### config.mk
export PLATFORM = sky130hd
export DESIGN_NAME = xof_block_builder
export DESIGN_NICKNAME = d
export VERILOG_FILES = /design/src/rtl/xbb_pkg.sv /design/src/rtl/xbb_len_calc.sv /design/src/rtl/xbb_byte_plan.sv /design/src/rtl/xbb_lane_store.sv /design/src/rtl/xof_block_builder.sv
export SDC_FILE = /design/constraint.sdc
export NUM_CORES = 1
export LEC_CHECK = 0
export ABC_AREA = 1
export BUFFER_PORTS_ARGS = -buffer_cell sky130_fd_sc_hd__buf_2
export CAP_MARGIN = 20
export CORE_AREA = 2 2 737 739
export DETAILED_ROUTE_END_ITERATION = 7
export DIE_AREA = 0 0 739 741
export GPL_ROUTABILITY_DRIVEN = 0
export PLACE_DENSITY = 0.3
export SLEW_MARGIN = 20
export SYNTH_ARGS = -nofsm -noshare
export SYNTH_HDL_FRONTEND = slang
export SYNTH_SLANG_ARGS = --single-unit
### constraint.sdc
create_clock -name clk -period 6.5 [get_ports clk]
set_clock_uncertainty 0.05 [all_clocks]
set_input_delay 0.975 -clock clk [delete_from_list [all_inputs] [get_ports clk]]
set_output_delay 0.975 -clock clk [all_outputs]
set_load 0.01 [all_outputs]
### src/rtl/xbb_pkg.sv
package xbb_pkg;
  typedef enum logic [2:0] {
    PH_IDLE,
    PH_ASM,
    PH_FEED,
    PH_WAIT,
    PH_DONE
  } xbb_phase_e;

  typedef enum logic [1:0] {
    SRC_SEED,
    SRC_RAM,
    SRC_PAD
  } xbb_src_e;

  localparam logic [7:0] DOMAIN_PAD = 8'h1F;
  localparam logic [7:0] FINAL_PAD  = 8'h80;
endpackage

### src/rtl/xbb_len_calc.sv
module xbb_len_calc #(
  parameter int RATE_BYTES = 136,
  parameter int SEED_BYTES = 32,
  parameter int LEN_W      = 11,
  parameter int G_W        = 11,
  parameter int BLK_W      = 4
) (
  input  logic [LEN_W-1:0] ct_len,
  output logic [G_W-1:0]   msg_len,
  output logic [BLK_W-1:0] n_blocks,
  output logic [G_W-1:0]   last_g
);
  logic [G_W-1:0] full_blocks;

  always_comb begin
    msg_len     = G_W'(SEED_BYTES) + G_W'(ct_len);
    full_blocks = msg_len / G_W'(RATE_BYTES);
    n_blocks    = BLK_W'(full_blocks) + BLK_W'(1);
    last_g      = G_W'(n_blocks) * G_W'(RATE_BYTES) - G_W'(1);
  end
endmodule

### src/rtl/xbb_byte_plan.sv
module xbb_byte_plan
  import xbb_pkg::*;
#(
  parameter int SEED_BYTES = 32,
  parameter int G_W        = 11,
  parameter int ADDR_W     = 11,
  parameter int SI_W       = 5
) (
  input  logic [G_W-1:0]    g,
  input  logic [G_W-1:0]    msg_len,
  input  logic [G_W-1:0]    last_g,
  output xbb_src_e          src,
  output logic [7:0]        pad,
  output logic [SI_W-1:0]   seed_idx,
  output logic [ADDR_W-1:0] ram_addr
);
  always_comb begin
    if (g < G_W'(SEED_BYTES))  src = SRC_SEED;
    else if (g < msg_len)      src = SRC_RAM;
    else                       src = SRC_PAD;
    // domain byte and final-bit byte combine by OR when they coincide
    pad      = ((g == msg_len) ? DOMAIN_PAD : 8'h00) |
               ((g == last_g)  ? FINAL_PAD  : 8'h00);
    seed_idx = g[SI_W-1:0];
    ram_addr = ADDR_W'(g - G_W'(SEED_BYTES));
  end
endmodule

### src/rtl/xbb_lane_store.sv
module xbb_lane_store #(
  parameter int RATE_BYTES = 136,
  parameter int IDX_W      = 8
) (
  input  logic                    clk,
  input  logic                    we,
  input  logic [IDX_W-1:0]        idx,
  input  logic [7:0]              wdata,
  output logic [RATE_BYTES*8-1:0] block
);
  for (genvar i = 0; i < RATE_BYTES; i++) begin : g_lane
    logic [7:0] lane_q;
    always_ff @(posedge clk) begin
      if (we && idx == IDX_W'(i)) lane_q <= wdata;
    end
    assign block[i*8 +: 8] = lane_q;
  end
endmodule

### src/rtl/xof_block_builder.sv
module xof_block_builder
  import xbb_pkg::*;
#(
  parameter int RATE_BYTES   = 136,
  parameter int SEED_BYTES   = 32,
  parameter int MAX_CT_BYTES = 1568,
  parameter int KEY_BITS     = 256
) (
  input  logic                                clk,
  input  logic                                rst,
  input  logic                                start,
  input  logic [$clog2(MAX_CT_BYTES+1)-1:0]   ct_len,
  input  logic [SEED_BYTES*8-1:0]             seed,
  output logic [$clog2(MAX_CT_BYTES)-1:0]     ram_addr,
  input  logic [7:0]                          ram_data,
  output logic [RATE_BYTES*8-1:0]             blk_data,
  output logic                                blk_valid,
  output logic                                blk_last,
  input  logic                                blk_ready,
  input  logic                                dig_valid,
  input  logic [KEY_BITS-1:0]                 dig_data,
  output logic [KEY_BITS-1:0]                 key,
  output logic                                done
);
  localparam int LEN_W      = $clog2(MAX_CT_BYTES + 1);
  localparam int ADDR_W     = $clog2(MAX_CT_BYTES);
  localparam int MAX_BLOCKS = (SEED_BYTES + MAX_CT_BYTES) / RATE_BYTES + 1;
  localparam int BLK_W      = $clog2(MAX_BLOCKS + 1);
  localparam int G_W        = $clog2(MAX_BLOCKS * RATE_BYTES + 1);
  localparam int IDX_W      = $clog2(RATE_BYTES);
  localparam int CNT_W      = $clog2(RATE_BYTES + 1);
  localparam int SI_W       = $clog2(SEED_BYTES);

  xbb_phase_e       phase;
  logic [BLK_W-1:0] blk_cnt, nblk_r, nblk_c;
  logic [CNT_W-1:0] byte_cnt;
  logic [G_W-1:0]   msg_len_r, last_g_r, msg_len_c, last_g_c, g_cur;

  // pipeline stage between index issue and block write
  logic             wb_vld;
  logic [IDX_W-1:0] wb_idx;
  xbb_src_e         wb_src;
  logic [7:0]       wb_pad;
  logic [SI_W-1:0]  wb_sidx;

  xbb_src_e         pl_src;
  logic [7:0]       pl_pad, wr_byte;
  logic [SI_W-1:0]  pl_sidx;
  logic             final_blk;

  xbb_len_calc #(
    .RATE_BYTES(RATE_BYTES), .SEED_BYTES(SEED_BYTES),
    .LEN_W(LEN_W), .G_W(G_W), .BLK_W(BLK_W)
  ) u_len (
    .ct_len(ct_len), .msg_len(msg_len_c), .n_blocks(nblk_c), .last_g(last_g_c)
  );

  assign g_cur = G_W'(blk_cnt) * G_W'(RATE_BYTES) + G_W'(byte_cnt);

  xbb_byte_plan #(
    .SEED_BYTES(SEED_BYTES), .G_W(G_W), .ADDR_W(ADDR_W), .SI_W(SI_W)
  ) u_plan (
    .g(g_cur), .msg_len(msg_len_r), .last_g(last_g_r),
    .src(pl_src), .pad(pl_pad), .seed_idx(pl_sidx), .ram_addr(ram_addr)
  );

  always_comb begin
    case (wb_src)
      SRC_SEED: wr_byte = seed[wb_sidx*8 +: 8];
      SRC_RAM:  wr_byte = ram_data;
      default:  wr_byte = wb_pad;
    endcase
  end

  xbb_lane_store #(.RATE_BYTES(RATE_BYTES), .IDX_W(IDX_W)) u_store (
    .clk(clk), .we(wb_vld && phase == PH_ASM), .idx(wb_idx),
    .wdata(wr_byte), .block(blk_data)
  );

  assign final_blk = (blk_cnt == nblk_r - BLK_W'(1));

  always_ff @(posedge clk) begin
    if (rst) begin
      phase     <= PH_IDLE;
      blk_cnt   <= '0;
      byte_cnt  <= '0;
      nblk_r    <= '0;
      msg_len_r <= '0;
      last_g_r  <= '0;
      wb_vld    <= 1'b0;
      wb_idx    <= '0;
      wb_src    <= SRC_PAD;
      wb_pad    <= '0;
      wb_sidx   <= '0;
      blk_valid <= 1'b0;
      blk_last  <= 1'b0;
      key       <= '0;
      done      <= 1'b0;
    end else if (start) begin
      phase     <= PH_ASM;
      blk_cnt   <= '0;
      byte_cnt  <= '0;
      nblk_r    <= nblk_c;
      msg_len_r <= msg_len_c;
      last_g_r  <= last_g_c;
      wb_vld    <= 1'b0;
      blk_valid <= 1'b0;
      blk_last  <= 1'b0;
      done      <= 1'b0;
    end else begin
      case (phase)
        PH_ASM: begin
          if (byte_cnt < CNT_W'(RATE_BYTES)) begin
            wb_vld   <= 1'b1;
            wb_idx   <= IDX_W'(byte_cnt);
            wb_src   <= pl_src;
            wb_pad   <= pl_pad;
            wb_sidx  <= pl_sidx;
            byte_cnt <= byte_cnt + CNT_W'(1);
          end else begin
            wb_vld    <= 1'b0;
            byte_cnt  <= '0;
            blk_valid <= 1'b1;
            blk_last  <= final_blk;
            phase     <= PH_FEED;
          end
        end
        PH_FEED: begin
          if (!blk_ready) begin
            blk_valid <= 1'b0;
            blk_last  <= 1'b0;
            phase     <= PH_WAIT;
          end
        end
        PH_WAIT: begin
          if (dig_valid) begin
            key   <= dig_data;
            done  <= 1'b1;
            phase <= PH_DONE;
          end else if (blk_ready && !final_blk) begin
            blk_cnt <= blk_cnt + BLK_W'(1);
            phase   <= PH_ASM;
          end
        end
        default: ;
      endcase
    end
  end
endmodule

==> flow_summary.yaml <==
min_path:
  hold_path.class: "in2reg"
worst_setup_path:
  cp_max_fo: 88
  cp_slowest_stage_delay_ns: 0.70
  cp.arrival_ns: 5.23
  start_kind: "flop"
  path_cells: "nand2_1, inv_4, buf_4, a22oi_1, nand3_1, nand3_1, nand3_1, nand3_1, nand3_4, buf_12, buf_4"
  cp_common_cell: "nand3_1"
  critPathSlowestCell: "buf_4"
  critPathRequiredTime_ns: 7.01
  worstSetupEndpointType: "flop"
  worstSetupPathType: "reg2reg"
clocking:
  clk_pin_slew_ns: 0.06
  clock_latency_ns: 0.86
  cts.sinks: 1401
  htree_levels: 4
  numCtsBuffers: 181
  cts_tree: "done"
  post_cts_buffers: 0
  ctsHoldBuffers: 0
  cts-root-buf: "clkbuf_16"
  cts.repair.resized: 0
  clockBufferDepth: 4
route:
  wl_met3_um: 24200
  postRouteAntennaNets: 0
  vias: 36800
  avgRoutedWirePerCell_um: 26.9
  met1_length_um: 122000
  viasPerCell: 2.90
  routed_wl_um: 341000
  highest_layer: "met5"
  first_iter_violations: 2961
  drc: 0
  drt_pass1_iterations: 5
  wl_met2_um: 182000
yosys:
  synth_fp_nets: 3776
  netlist_instances: 3214
  yosysSeqAreaShare_pct: 82.1
  synth_cell_types: 43
  avgSynthCellArea_um2: 14.8
  yosysWarnings: 0
  synth_area_um2: 47400
  synth_top_cells_by_area: "edfxtp_1, dfxtp_1, nor2_1"
  yosysTopAreaCellShare_pct: 68.9
  synth_seq_cells: 1401
  yosysTopAreaCell: "edfxtp_1"
placed_design:
  dp_slack_ns: 1.47
  dp_hpwl_um: 274000
  io_buffer_count: 1893
power_and_ir_drop:
  ir_drop_v: 0.000170
  leakagePower_nw: 27.7
  total_power_mw: 22.5
  powerDensity_nw_per_um2: 309
sta:
  setup-tns-final_ns: 0
  finalCriticalPeriod_ns: 4.72
  drv_slew: 0
  worst_pin_slew_ns: 1.35
  rsz0062_at_grt: "false"
  fin_ws_ns: 1.78
  relSlewSlack_pct: 10.0
  setup_viol: 0
  fmax_mhz: 212
  finalHoldViolations: 0
  finalCritPeriodShare_pct: 72.6
die:
  coreArea_um2: 540000
  num_rows: 270
  fp.dieW_um: 739
  die_y_um: 741
  start_util_pct: 8.79
  die_area_um2: 548000
  io-pin-count: 1894
cells_and_area:
  fillers: 60900
  fin_util_pct: 13.5
  finalNetCount: 5810
  area_growth_pct: 53.9
  drive_gt1_share_pct: 43.8
global_routing:
  grt_max_degree: 181
  grt_pass1_vias: 37200
  grt_antenna_before_repair: 154
  grt_pass1_wl_um: 426000
  grtUsageTotal_pct: 11.9
  overflow: 0
outcome:
  status: "finished clean"
flow_run:
  max_cap_viol_count: 0
area by class of cell:
type                            instances  area, um2  area share (%)
Clock inverter                        106       1230            1.68
Inverter                              100        398           0.545
Tap cell                             7208       9020            12.4
Sequential cell                      1401      38900            53.3
Clock buffer                          225       4920            6.74
Multi-Input combinational cell       1573       7900            10.8
Antenna cell                           88        220           0.302
Timing Repair Buffer                 1991      10400            14.2
logic make-up after synthesis:
kind of cell,after synthesis,synth area share (%)
flops,1401,82.1
simple gates,1051,9.14
compound gates,474,5.74
buf+inv,240,1.93
fa+ha+maj,26,0.701
xor+xnor,22,0.422
Yosys cell counts:
library cell and n:
a211oi_1 4, a21boi_1 1, a21oi_1 37, a221o_1 1, a221oi_1 2, a22o_1 1
a22oi_1 104, a31oi_1 6, a32o_1 2, buf_1 3, buf_4 4, clkbuf_1 133
clkinv_1 4, dfxtp_1 313, edfxtp_1 1088, fa_1 1, ha_1 25, inv_1 87
inv_2 9, nand2_1 159, nand2_2 8, nand2_4 6, nand3_1 129, nand3_2 4
nand3_4 1, nand4_1 22, nand4_2 1, nor2_1 697, nor2_4 1, nor3_1 11
nor3b_1 4, o2111ai_1 1, o211ai_1 10, o21a_1 1, o21ai_0 293, o21ai_1 2
o22ai_1 8, o31ai_1 1, or2_2 6, or2_4 2, xnor2_1 5, xor2_1 16
xor2_2 1
final timing paths:
kind,startpoint,to,slack (ns),depth (start not counted)
worst max register to register,wb_idx[0],u_store.g_lane[53].lane_q[4],1.78,11
worst max-delay path,wb_idx[0],u_store.g_lane[53].lane_q[4],1.78,11
worst min-delay path,dig_data[9],key[9],0.28,3
worst min register to register,wb_vld,wb_vld,0.41,2
state kept, by name (all words and copies together), names as in the netlist, 4 cells and up:
| name | count |
|---|---|
| u_store.g_lane.lane_q | 1088 |
| key | 256 |
| msg_len_r | 11 |
| last_g_r | 9 |
| byte_cnt | 8 |
| wb_idx | 8 |
| blk_cnt | 4 |
| nblk_r | 4 |
placed cells by master (no fill, tap or decap), types with 7 or more instances in the layout:
master and n:
clkbuf_16 184, buf_4 82, nand2_1 155, nor3_1 9, inv_6 12, a21oi_1 37
clkinv_1 28, nor2_2 15, nand4_1 22, o21ai_0 291, diode_2 88, buf_2 1893
buf_12 14, nand2_4 7, inv_1 85, nand3_4 13, nor2_4 9, nand2_2 11
nor2_1 674, edfxtp_1 1088, o22ai_1 8, bufinv_16 19, o211ai_1 10, dfxtp_1 311
ha_1 25, clkbuf_1 25, clkinvlp_4 11, xor2_1 16, inv_2 8, a22oi_1 104
clkinv_2 25, nand3_1 116, clkbuf_8 16
per-stage QoR:
stage	cells	instance area [um2]	hold WS, ns
2_1_floorplan	3214	47400	0.382
3_3_place_gp	12300	66600	0.401
3_5_place_dp	12300	66600	0.400
4_1_cts	12600	72800	0.128
5_1_grt	12600	72900	0.187
6_report	12700	73000	0.283
layer usage:
layer  global-route usage (%)  vias to the layer above
met4                     3.98                      108
met5                        0                        -
met1                     12.5                    18500
li1                         -                    15800
met2                     22.6                     1893
met3                     3.34                      513
power by group:
group | total (mW) | internal [mW] | switching (mW)
sequential | 10.1 | 9.99 | 0.0598
combinational | 1.98 | 0.436 | 1.54
clock | 10.5 | 6.17 | 4.34
critical path, delay by kind of cell, from the launching register on:
family          cells  cell delay (ns)
compound gates      1             0.11
buf+inv             4             1.98
flops               1             0.55
simple gates        6             0.96
Power figures use the tool's default switching activity.
